==> config.mk <==
export PLATFORM = sky130hd
export DESIGN_NAME = serial_dma_engine
export DESIGN_NICKNAME = d
export VERILOG_FILES = /design/src/rtl/sdma_pkg.sv /design/src/rtl/sdma_mem_arb.sv /design/src/rtl/sdma_tx_chan.sv /design/src/rtl/sdma_rx_chan.sv /design/src/rtl/serial_dma_engine.sv
export SDC_FILE = /design/constraint.sdc
export NUM_CORES = 1
export LEC_CHECK = 0
export BUFFER_PORTS_ARGS = -buffer_cell sky130_fd_sc_hd__buf_4
export CORE_AREA = 3 3 107 109
export CTS_CLUSTER_SIZE = 14
export DETAILED_ROUTE_END_ITERATION = 10
export DIE_AREA = 0 0 110 112
export PLACE_DENSITY = 0.89
export SLEW_MARGIN = 20
export SYNTH_ARGS = -nofsm -noshare
export SYNTH_HDL_FRONTEND = slang
export SYNTH_SLANG_ARGS = --single-unit
==> constraint.sdc <==
create_clock -name clk -period 2.4 [get_ports clk]
set_input_delay 0 -clock clk [delete_from_list [all_inputs] [get_ports clk]]
set_output_delay 0 -clock clk [all_outputs]
set_load 0.005 [all_outputs]
==> src/rtl/sdma_pkg.sv <==
// Shared types for the serial DMA engine.
// Assumes: the register select is a 2-bit code driven by the register block.
package sdma_pkg;

    // Register write targets; code values are visible on cfg_wr_sel
    typedef enum logic [1:0] {
        SEL_TX_ADDR = 2'd0,
        SEL_TX_LEN  = 2'd1,
        SEL_RX_ADDR = 2'd2,
        SEL_RX_LEN  = 2'd3
    } reg_sel_e;

    typedef enum logic [1:0] {
        TXS_IDLE  = 2'd0,
        TXS_FETCH = 2'd1,
        TXS_SEND  = 2'd2
    } tx_state_e;

    typedef enum logic [1:0] {
        RXS_IDLE   = 2'd0,
        RXS_LOAD   = 2'd1,
        RXS_DRAIN  = 2'd2,
        RXS_DIRECT = 2'd3
    } rx_state_e;

endpackage

==> src/rtl/sdma_mem_arb.sv <==
// Memory port sharing for the two channels.
// Does: forwards one channel's request to the memory master port, receive first,
//       and keeps the chosen owner until that access is acknowledged.
// Assumes: each channel holds its request and payload steady until its ack.
module sdma_mem_arb #(
    parameter int ADDR_W = 16
) (
    input  logic              clk,
    input  logic              rst_n,
    input  logic              rx_req,
    input  logic [ADDR_W-1:0] rx_addr,
    input  logic [7:0]        rx_wdata,
    output logic              rx_ack,
    input  logic              tx_req,
    input  logic [ADDR_W-1:0] tx_addr,
    output logic              tx_ack,
    output logic              mem_req,
    output logic              mem_we,
    output logic [ADDR_W-1:0] mem_addr,
    output logic [7:0]        mem_wdata,
    input  logic              mem_ack
);
    logic locked_q;
    logic own_rx_q;
    logic pick_rx;

    // Owner choice: the locked owner, otherwise receive has priority
    always_comb begin
        pick_rx   = locked_q ? own_rx_q : rx_req;
        mem_req   = pick_rx ? rx_req : tx_req;
        mem_we    = pick_rx;
        mem_addr  = pick_rx ? rx_addr : tx_addr;
        mem_wdata = pick_rx ? rx_wdata : 8'h00;
        rx_ack    = mem_ack & pick_rx;
        tx_ack    = mem_ack & ~pick_rx;
    end

    // Lock tracking: hold the owner from request until acknowledge
    always_ff @(posedge clk) begin
        if (!rst_n) begin
            locked_q <= 1'b0;
            own_rx_q <= 1'b0;
        end else if (mem_ack) begin
            locked_q <= 1'b0;
        end else if (mem_req) begin
            locked_q <= 1'b1;
            own_rx_q <= pick_rx;
        end
    end

    assert_req_hold_R5: assert property (@(posedge clk) disable iff (!rst_n)
        mem_req && !mem_ack |=> mem_req && $stable(mem_addr) && $stable(mem_we) && $stable(mem_wdata));

    assert_rx_first_R11: assert property (@(posedge clk) disable iff (!rst_n)
        !$past(mem_req) && rx_req && tx_req |-> mem_we);

endmodule

==> src/rtl/sdma_tx_chan.sv <==
// Transmit channel.
// Does: on a non-zero length write, loops fetch-one-byte / send-one-byte,
//       advancing the pointer after each byte leaves on the stream.
// Assumes: the memory side returns read data in the cycle mem_ack is high.
module sdma_tx_chan #(
    parameter int ADDR_W = 16,
    parameter int LEN_W  = 12
) (
    input  logic              clk,
    input  logic              rst_n,
    input  logic              addr_we,
    input  logic              len_we,
    input  logic [ADDR_W-1:0] wdata,
    output logic              mem_req,
    output logic [ADDR_W-1:0] mem_addr,
    input  logic              mem_ack,
    input  logic [7:0]        mem_rdata,
    output logic              tx_valid,
    output logic [7:0]        tx_data,
    input  logic              tx_ready,
    output logic [ADDR_W-1:0] ptr,
    output logic              busy
);
    import sdma_pkg::*;

    tx_state_e         state_q;
    logic [LEN_W-1:0]  left_q;
    logic [7:0]        byte_q;
    logic [LEN_W-1:0]  new_len;

    assign new_len  = wdata[LEN_W-1:0];
    assign busy     = (state_q != TXS_IDLE);
    assign mem_req  = (state_q == TXS_FETCH);
    assign mem_addr = ptr;
    assign tx_valid = (state_q == TXS_SEND);
    assign tx_data  = byte_q;

    // Fetch/send sequencer with pointer and length bookkeeping
    always_ff @(posedge clk) begin
        if (!rst_n) begin
            state_q <= TXS_IDLE;
            left_q  <= '0;
            byte_q  <= '0;
            ptr     <= '0;
        end else begin
            case (state_q)
                TXS_IDLE: begin
                    if (addr_we) begin
                        ptr <= wdata;
                    end else if (len_we && new_len != '0) begin
                        left_q  <= new_len;
                        state_q <= TXS_FETCH;
                    end
                end
                TXS_FETCH: begin
                    if (mem_ack) begin
                        byte_q  <= mem_rdata;
                        state_q <= TXS_SEND;
                    end
                end
                TXS_SEND: begin
                    if (tx_ready) begin
                        ptr     <= ptr + ADDR_W'(1);
                        left_q  <= left_q - LEN_W'(1);
                        state_q <= (left_q == LEN_W'(1)) ? TXS_IDLE : TXS_FETCH;
                    end
                end
                default: state_q <= TXS_IDLE;
            endcase
        end
    end

    assert_zero_len_idle_R3: assert property (@(posedge clk) disable iff (!rst_n)
        !busy && len_we && new_len == '0 |=> !busy);

    assert_hold_byte_R4: assert property (@(posedge clk) disable iff (!rst_n)
        tx_valid && !tx_ready |=> tx_valid && $stable(tx_data));

    assert_ptr_step_R2: assert property (@(posedge clk) disable iff (!rst_n)
        tx_valid && tx_ready |=> ptr == $past(ptr) + ADDR_W'(1));

    assert_busy_ignore_R10: assert property (@(posedge clk) disable iff (!rst_n)
        busy && addr_we && !(tx_valid && tx_ready) |=> $stable(ptr));

endmodule

==> src/rtl/sdma_rx_chan.sv <==
// Receive channel.
// Does: on a length write, splits the request into a FIFO drain part and a
//       pending part; drains to memory, then writes diverted input bytes one
//       by one while the pending length is non-zero.
// Assumes: FCNT_W <= LEN_W; fifo_data shows the oldest byte whenever
//          fifo_count is non-zero and advances the cycle after fifo_pop.
module sdma_rx_chan #(
    parameter int ADDR_W = 16,
    parameter int LEN_W  = 12,
    parameter int FCNT_W = 5
) (
    input  logic              clk,
    input  logic              rst_n,
    input  logic              addr_we,
    input  logic              len_we,
    input  logic [ADDR_W-1:0] wdata,
    input  logic [FCNT_W-1:0] fifo_count,
    input  logic [7:0]        fifo_data,
    output logic              fifo_pop,
    input  logic              in_valid,
    input  logic [7:0]        in_data,
    output logic              in_ready,
    output logic              mem_req,
    output logic [ADDR_W-1:0] mem_addr,
    output logic [7:0]        mem_wdata,
    input  logic              mem_ack,
    output logic [ADDR_W-1:0] ptr,
    output logic [LEN_W-1:0]  remaining,
    output logic              busy,
    output logic              divert
);
    import sdma_pkg::*;

    rx_state_e        state_q;
    logic [LEN_W-1:0] drain_left_q;
    logic [7:0]       wbuf_q;
    logic [LEN_W-1:0] req_len;
    logic [LEN_W-1:0] held;
    logic [LEN_W-1:0] drain_n;
    logic [LEN_W-1:0] short_n;

    // Split a new request into the part the FIFO covers and the shortfall
    always_comb begin
        req_len = wdata[LEN_W-1:0];
        held    = LEN_W'(fifo_count);
        if (held < req_len) begin
            drain_n = held;
            short_n = req_len - held;
        end else begin
            drain_n = req_len;
            short_n = '0;
        end
    end

    assign busy      = (state_q != RXS_IDLE);
    assign divert    = (remaining != '0);
    assign in_ready  = (state_q == RXS_IDLE) && divert && !addr_we && !len_we;
    assign mem_req   = (state_q == RXS_DRAIN) || (state_q == RXS_DIRECT);
    assign mem_addr  = ptr;
    assign mem_wdata = wbuf_q;
    assign fifo_pop  = (state_q == RXS_DRAIN) && mem_ack;

    // Drain / direct-write sequencer with pointer and length bookkeeping
    always_ff @(posedge clk) begin
        if (!rst_n) begin
            state_q      <= RXS_IDLE;
            drain_left_q <= '0;
            wbuf_q       <= '0;
            ptr          <= '0;
            remaining    <= '0;
        end else begin
            case (state_q)
                RXS_IDLE: begin
                    if (addr_we) begin
                        ptr       <= wdata;
                        remaining <= '0;
                    end else if (len_we) begin
                        remaining    <= short_n;
                        drain_left_q <= drain_n;
                        if (drain_n != '0) state_q <= RXS_LOAD;
                    end else if (in_valid && in_ready) begin
                        wbuf_q  <= in_data;
                        state_q <= RXS_DIRECT;
                    end
                end
                RXS_LOAD: begin
                    wbuf_q  <= fifo_data;
                    state_q <= RXS_DRAIN;
                end
                RXS_DRAIN: begin
                    if (mem_ack) begin
                        ptr          <= ptr + ADDR_W'(1);
                        drain_left_q <= drain_left_q - LEN_W'(1);
                        state_q      <= (drain_left_q == LEN_W'(1)) ? RXS_IDLE : RXS_LOAD;
                    end
                end
                RXS_DIRECT: begin
                    if (mem_ack) begin
                        ptr       <= ptr + ADDR_W'(1);
                        remaining <= remaining - LEN_W'(1);
                        state_q   <= RXS_IDLE;
                    end
                end
                default: state_q <= RXS_IDLE;
            endcase
        end
    end

    assert_pop_nonempty_R6: assert property (@(posedge clk) disable iff (!rst_n)
        fifo_pop |-> fifo_count != '0);

    assert_short_len_R7: assert property (@(posedge clk) disable iff (!rst_n)
        !busy && len_we && !addr_we && LEN_W'(fifo_count) < wdata[LEN_W-1:0]
        |=> remaining == $past(wdata[LEN_W-1:0]) - LEN_W'($past(fifo_count)));

    assert_direct_step_R8: assert property (@(posedge clk) disable iff (!rst_n)
        state_q == RXS_DIRECT && mem_ack |=> remaining == $past(remaining) - LEN_W'(1));

    assert_cancel_R9: assert property (@(posedge clk) disable iff (!rst_n)
        !busy && addr_we |=> remaining == '0 && !divert);

    assert_busy_ignore_R10: assert property (@(posedge clk) disable iff (!rst_n)
        busy && (addr_we || len_we) && !mem_ack |=> $stable(ptr) && $stable(remaining));

endmodule

==> src/rtl/serial_dma_engine.sv <==
// Serial port DMA engine top level.
// Does: decodes the four register strobes, runs the transmit and receive
//       channels, and shares one byte-wide memory master port between them.
// Assumes: ADDR_W >= LEN_W; the serial front end honours rx_divert when
//          routing received bytes.
module serial_dma_engine #(
    parameter int ADDR_W = 16,
    parameter int LEN_W  = 12,
    parameter int FCNT_W = 5
) (
    input  logic              clk,
    input  logic              rst_n,
    input  logic              cfg_wr_en,
    input  logic [1:0]        cfg_wr_sel,
    input  logic [ADDR_W-1:0] cfg_wdata,
    output logic [ADDR_W-1:0] tx_ptr,
    output logic [ADDR_W-1:0] rx_ptr,
    output logic [LEN_W-1:0]  rx_remaining,
    output logic              tx_busy,
    output logic              rx_busy,
    output logic              mem_req,
    output logic              mem_we,
    output logic [ADDR_W-1:0] mem_addr,
    output logic [7:0]        mem_wdata,
    input  logic              mem_ack,
    input  logic [7:0]        mem_rdata,
    output logic              tx_valid,
    output logic [7:0]        tx_data,
    input  logic              tx_ready,
    input  logic [FCNT_W-1:0] fifo_count,
    input  logic [7:0]        fifo_data,
    output logic              fifo_pop,
    input  logic              rx_in_valid,
    input  logic [7:0]        rx_in_data,
    output logic              rx_in_ready,
    output logic              rx_divert
);
    import sdma_pkg::*;

    reg_sel_e          sel;
    logic              tx_addr_we, tx_len_we, rx_addr_we, rx_len_we;
    logic              tx_req, tx_ack, rx_req, rx_ack;
    logic [ADDR_W-1:0] tx_maddr, rx_maddr;
    logic [7:0]        rx_mwdata;

    // Register strobe decode
    always_comb begin
        sel        = reg_sel_e'(cfg_wr_sel);
        tx_addr_we = cfg_wr_en && (sel == SEL_TX_ADDR);
        tx_len_we  = cfg_wr_en && (sel == SEL_TX_LEN);
        rx_addr_we = cfg_wr_en && (sel == SEL_RX_ADDR);
        rx_len_we  = cfg_wr_en && (sel == SEL_RX_LEN);
    end

    sdma_tx_chan #(.ADDR_W(ADDR_W), .LEN_W(LEN_W)) u_tx (
        .clk      (clk),
        .rst_n    (rst_n),
        .addr_we  (tx_addr_we),
        .len_we   (tx_len_we),
        .wdata    (cfg_wdata),
        .mem_req  (tx_req),
        .mem_addr (tx_maddr),
        .mem_ack  (tx_ack),
        .mem_rdata(mem_rdata),
        .tx_valid (tx_valid),
        .tx_data  (tx_data),
        .tx_ready (tx_ready),
        .ptr      (tx_ptr),
        .busy     (tx_busy)
    );

    sdma_rx_chan #(.ADDR_W(ADDR_W), .LEN_W(LEN_W), .FCNT_W(FCNT_W)) u_rx (
        .clk       (clk),
        .rst_n     (rst_n),
        .addr_we   (rx_addr_we),
        .len_we    (rx_len_we),
        .wdata     (cfg_wdata),
        .fifo_count(fifo_count),
        .fifo_data (fifo_data),
        .fifo_pop  (fifo_pop),
        .in_valid  (rx_in_valid),
        .in_data   (rx_in_data),
        .in_ready  (rx_in_ready),
        .mem_req   (rx_req),
        .mem_addr  (rx_maddr),
        .mem_wdata (rx_mwdata),
        .mem_ack   (rx_ack),
        .ptr       (rx_ptr),
        .remaining (rx_remaining),
        .busy      (rx_busy),
        .divert    (rx_divert)
    );

    sdma_mem_arb #(.ADDR_W(ADDR_W)) u_arb (
        .clk      (clk),
        .rst_n    (rst_n),
        .rx_req   (rx_req),
        .rx_addr  (rx_maddr),
        .rx_wdata (rx_mwdata),
        .rx_ack   (rx_ack),
        .tx_req   (tx_req),
        .tx_addr  (tx_maddr),
        .tx_ack   (tx_ack),
        .mem_req  (mem_req),
        .mem_we   (mem_we),
        .mem_addr (mem_addr),
        .mem_wdata(mem_wdata),
        .mem_ack  (mem_ack)
    );

    assert_reset_quiet_R1: assert property (@(posedge clk)
        !rst_n |=> !tx_busy && !rx_busy && !mem_req && rx_remaining == '0);

endmodule

# Yosys cells after proc, flatten, opt, wreduce, memory -nomap -nowiden
# Index checks and enable logic that the tools add are counted.
# word_totals
ff_bits	90
# classes
n_eq_ne	26
mux	42
bitwise_logic	5
add_sub_neg	6
n_reduce_logical	38
n_lt_le_gt_ge	1
# ops
operator	n
12-bit 2-to-1 mux	11
16-bit 2-to-1 mux	5
12-bit one-hot mux with 2 select lines	3
16-bit one-hot mux with 2 select lines	2
12-bit nonzero test	3
12-bit by 1-bit subtractor with 12-bit output, second input constant	3
16-bit by 1-bit adder with 16-bit output, second input constant	2
8-bit 2-to-1 mux	4
12-bit by 1-bit == test with 1-bit output, second input constant	2
2-bit 2-to-1 mux	10
8-bit one-hot mux with 2 select lines	1
4-bit AND reduction	4
2-bit by 1-bit != test with 1-bit output, second input constant	7
2-bit nonzero test	7
5-bit by 12-bit less-than comparator with 1-bit output	1
2-bit != test, second input constant	6
12-bit by 5-bit subtractor with 12-bit output	1
2-bit == test, second input constant	5
1-bit logical AND	10
3-bit AND reduction	3
2-bit one-hot mux with 4 select lines	1
2-bit by 1-bit == test with 1-bit output, second input constant	3
2-bit logical NOT	3
2-bit one-hot mux with 3 select lines	1
other kinds (11)	20

# Longest topological paths before layout
# depth
ltp_word	10
ltp_mapped	12
ltp_nobuf	10

# Cells and area by module
# Synthesis repeated with hierarchy kept, for this count alone.
# unflattened
cells_unflattened	821
hier_area_um2	6241.0
# modules_own_cells
module	area_each_um2	cells_each	n_inst
sdma_rx_chan	3484.6	458	1
sdma_tx_chan	2303.5	318	1
sdma_mem_arb	415.4	41	1
serial_dma_engine	37.5	4	1

# Least setup slack after synthesis
# OpenSTA, ideal clock, no wires.
# synth_timing
kind	input to register
startpoint	input port cfg_wdata[0]
endpoint	register u_rx.remaining[3]
arrival_ps	1771
cell_stages	12
path_buffers	2
t_required_ps	2277
setup_time_ps	123
path_slack_ps	506
path_cell_list	inv_1 -> ha_1 -> inv_1 -> fa_1 -> nand3_1 -> nand3b_1 -> a21o_1 -> buf_6 -> and3b_4 -> buf_6 -> a221oi_1 -> nor2_1
# synth_via
elab_chain_len	5
# synth_rtl
element	line	text
start: declaration	serial_dma_engine.sv:15	input logic [ADDR_W-1:0] cfg_wdata,
12-bit by 5-bit subtractor with 12-bit output or 5-bit by 12-bit less-than comparator with 1-bit output (tied branches)	sdma_rx_chan.sv:48, sdma_rx_chan.sv:46	
12-bit 2-to-1 mux (*)	sdma_rx_chan.sv:46	if (held < req_len) begin
12-bit 2-to-1 mux (*)	sdma_rx_chan.sv:77	end else if (len_we) begin
12-bit 2-to-1 mux (*)	sdma_rx_chan.sv:74	if (addr_we) begin
12-bit one-hot mux with 2 select lines (*)	sdma_rx_chan.sv:72	case (state_q)
end signal: assignment	sdma_rx_chan.sv:78	remaining <= short_n;
end signal: assignment	sdma_rx_chan.sv:100	remaining <= remaining - LEN_W'(1);
end: declaration	sdma_rx_chan.sv:28	output logic [LEN_W-1:0] remaining,
# Every way passes the cells marked *; elsewhere a longest branch is shown, timed or not. The select of a mux whose other input is x is not followed.
# A chain may end at the register's enable or synchronous reset.

# Worst setup path in the final report
# layout_timing
startpoint	input port cfg_wdata[0]
endpoint	register u_rx.remaining[9]
# The elaborated chain is that of the path after synthesis.

==> results by group <==
Timing
  – Achievable clock frequency: approximately 430 MHz
  – Clock Skew: approximately 10 ps
  – Slew HR: 28.2%
  – Final Hold Viols: 0
  – Setup violations, final: 0
  – Final period util: 97.7%
  – Worst Tran Pin Value: 1080 ps
  – Final Slew Violations: 0
  – Tmin final: 2350 ps

Synth
  – Area leader, netlist: dfxtp_1
  – Avg Synthesized Cell Area: 7.57 um^2
  – Synth unique cells: 73
  – Ys async rst share: 0%
  – Syn_nets: approximately 830
  – Post-Syn Area: 5750 um^2
  – Count leader, synth: nand2_1
  – Post-Synthesis Cells: 760
  – Sequential area share after synthesis: 31.3%
  – Synth top area share: 31.3%
  – Post-synth EDFFs: 0
  – Main synth FF type: dfxtp_1
  – Synth top area cells: dfxtp_1, nand2_1, o21ai_0, a21oi_1, nor2_1
  – Yosys synthesis warning count: 0
  – Post-synth top cells: nand2_1, dfxtp_1, nor2_1
  – Count of state elements after synthesis: 90

Clocking
  – CTS tree: done
  – TritonCTS buffer count: 9
  – Clk_lat worst skew: 370 ps
  – Root buffer cell: clkbuf_8
  – Reg clk slew, reported paths: 100 ps
  – Max H-tree Level: 3
  – CTS Sinks: 90
  – Clock buffer depth: 2

Detailed routing
  – Via-to-Cell Ratio: between 6 and 7
  – Pre-Repair DR Iteration Count: 5
  – ANT nets after route: 0
  – Vias post-DR: 6549
  – # DRC: 0
  – Initial DRC count: 784
  – Wirelength per Cell: roughly 18 um
  – Detailed Route WL: ~19 mm

Setup path
  – Worst R2R Start: u_tx.state_q[1]
  – Setup CP Type: in -> reg
  – R2R setup slack: around 300 ps
  – Startpoint types: input pin
  – WP data arrival: 2590 ps
  – Crit path required time: 2640 ps
  – Critical Path End Type: register
  – CP max FO: 10
  – Crit path from: cfg_wdata[0]

Cells and area
  – Post-layout util: a little over two thirds
  – Total Nets Final: 974
  – Share of cells above drive strength 1: 23.1%
  – Diode count: 0
  – Area grow syn2layout: 29.0%
  – Fillers: 857

Floorplan
  – Row count: 38
  – # IOs: 137
  – Die X: 110 um
  – Die ar.: 12300 um^2
  – Initial Utilization: 53.8%
  – Core Footprint: 10700 um^2
  – Die Y-Extent: 112 um

GRT
  – Initial antenna violation count: 0
  – Number of global-route vias before repair: 5967
  – First-pass GRT wire length: 29.8 mm
  – GR Overflow Total: 0
  – Largest net degree at the start of global routing: 50
  – GRT Total Usage: 30.1%

Power
  – Worst vdd ir: around 0.00041 V
  – Power per cell area: 748 nW/um^2
  – P_leak: 3.10 nW
  – Total power: 5.55 mW

Place
  – Port Buffers: between 100 and 150
  – DP HPWL: approximately 13 mm
  – RePlAce Congestion: 0.908

Run
  – Max-Cap Viols: 0

Min path
  – Worst hold path class: in -> reg
  – Worst hold path startpoint: cfg_wdata[7]

Run status
  – Status: complete, no violations
## registers in the layout, indices dropped and copies added, names as in the netlist
| name | cells |
|---|---|
| u_arb.own_rx_q | 1 |
| u_rx.state_q | 2 |
| u_tx.tx_data | 8 |
| u_tx.left_q | 12 |
| u_tx.mem_addr | 16 |
| u_arb.locked_q | 1 |
| u_rx.remaining | 12 |
| u_rx.mem_wdata | 8 |
| u_rx.mem_addr | 16 |
| u_rx.drain_left_q | 12 |
| u_tx.state_q | 2 |
## worst max-delay path, cell delays in order
cell and delay, ps:
dlygate4sd3_1 540, buf_4 150, inv_1 120, ha_1 190, inv_1 60, fa_1 400
nand3_1 120, nand3b_1 130, a21o_4 280, and3b_1 270, buf_4 170, nand3_1 60
a31oi_1 100
## layer usage
metal	wire, um	global-route usage (%)	up-vias
met1	7640	40.2	3030
met5	0	0	-
met4	733	14.0	0
met3	1980	6.49	70
li1	-	-	3051
met2	8770	46.1	398
## path summary, 6_finish.rpt
path | endpoint | cells past startpoint
setup / recovery | u_rx.remaining[9] | 13
hold reg to reg | u_rx.drain_left_q[4] | 2
hold / removal | u_rx.mem_addr[7] | 3
setup reg to reg | u_tx.state_q[0] | 6
## logic make-up after synthesis
group	share of synthesized area, %
compound gates	25.2
xor+xnor	2.89
fa+ha+maj	2.96
buf+inv	5.33
flops	31.3
mux	5.96
simple gates	26.4
## where the power goes
part / total, mW / leakage [nW] / switching, mW / internal, mW
Clock: 1.05 / 0.0966 / 0.639 / 0.407
Combinational: 2.47 / 2.27 / 1.38 / 1.09
Sequential: 2.03 / 0.734 / 0.299 / 1.73
## placed cells by master, fill, tap and decap left out, drive strengths merged, types with 3 or more instances in the layout
cell type      n
buf          152
nand2         95
dfxtp         90
nor2          81
a21oi         63
o21ai         62
dlygate4sd3   31
nor3          28
inv           26
nand3         21
a31oi         18
mux2i         17
mux2          15
xnor2         14
a211oi        14
nor2b         13
ha            12
nand2b        11
and2          11
nor4          11
nand4         10
o22ai          9
a22oi          9
clkbuf         9
and3           8
o31ai          7
a21o           6
a221oi         6
xor2           5
or3            4
nand3b         4
o221a          4
clkinv         4
a222oi         3
a311oi         3
a31o           3
or2            3
## what timing repair did
item | in CTS | in global routing
buffers inserted | 0 | 1
hold endpoints to repair | 24 | 0
endpoints found under the setup margin | 0 | 8
resized for setup | 0 | 7
hold buffers | 31 | 0
## final cells by class
type | instances | area [um^2] | area share [%]
multi-input cells | 600 | 3690 | 49.8
flip-flops and latches | 90 | 1800 | 24.3
repair buffers | 183 | 1460 | 19.7
well taps | 140 | 175 | 2.36
clock buffers | 9 | 124 | 1.67
inverters | 24 | 90.1 | 1.21
clock inverters | 7 | 72.6 | 0.978
## metrics by stage
stage	hold WS (ps)	instances	area, um^2	TNS, ps	worst slack, ps
after floorplan	79.3	760	5750	0	506
after global placement	221	1004	6860	0	328
after detailed placement	223	1004	6860	0	245
after CTS	0.975	1051	7360	0	84.6
after global routing	25.5	1053	7420	-99.0	-28.6
final	4.71	1053	7420	0	54.1
(Power assumes the default switching activity.)
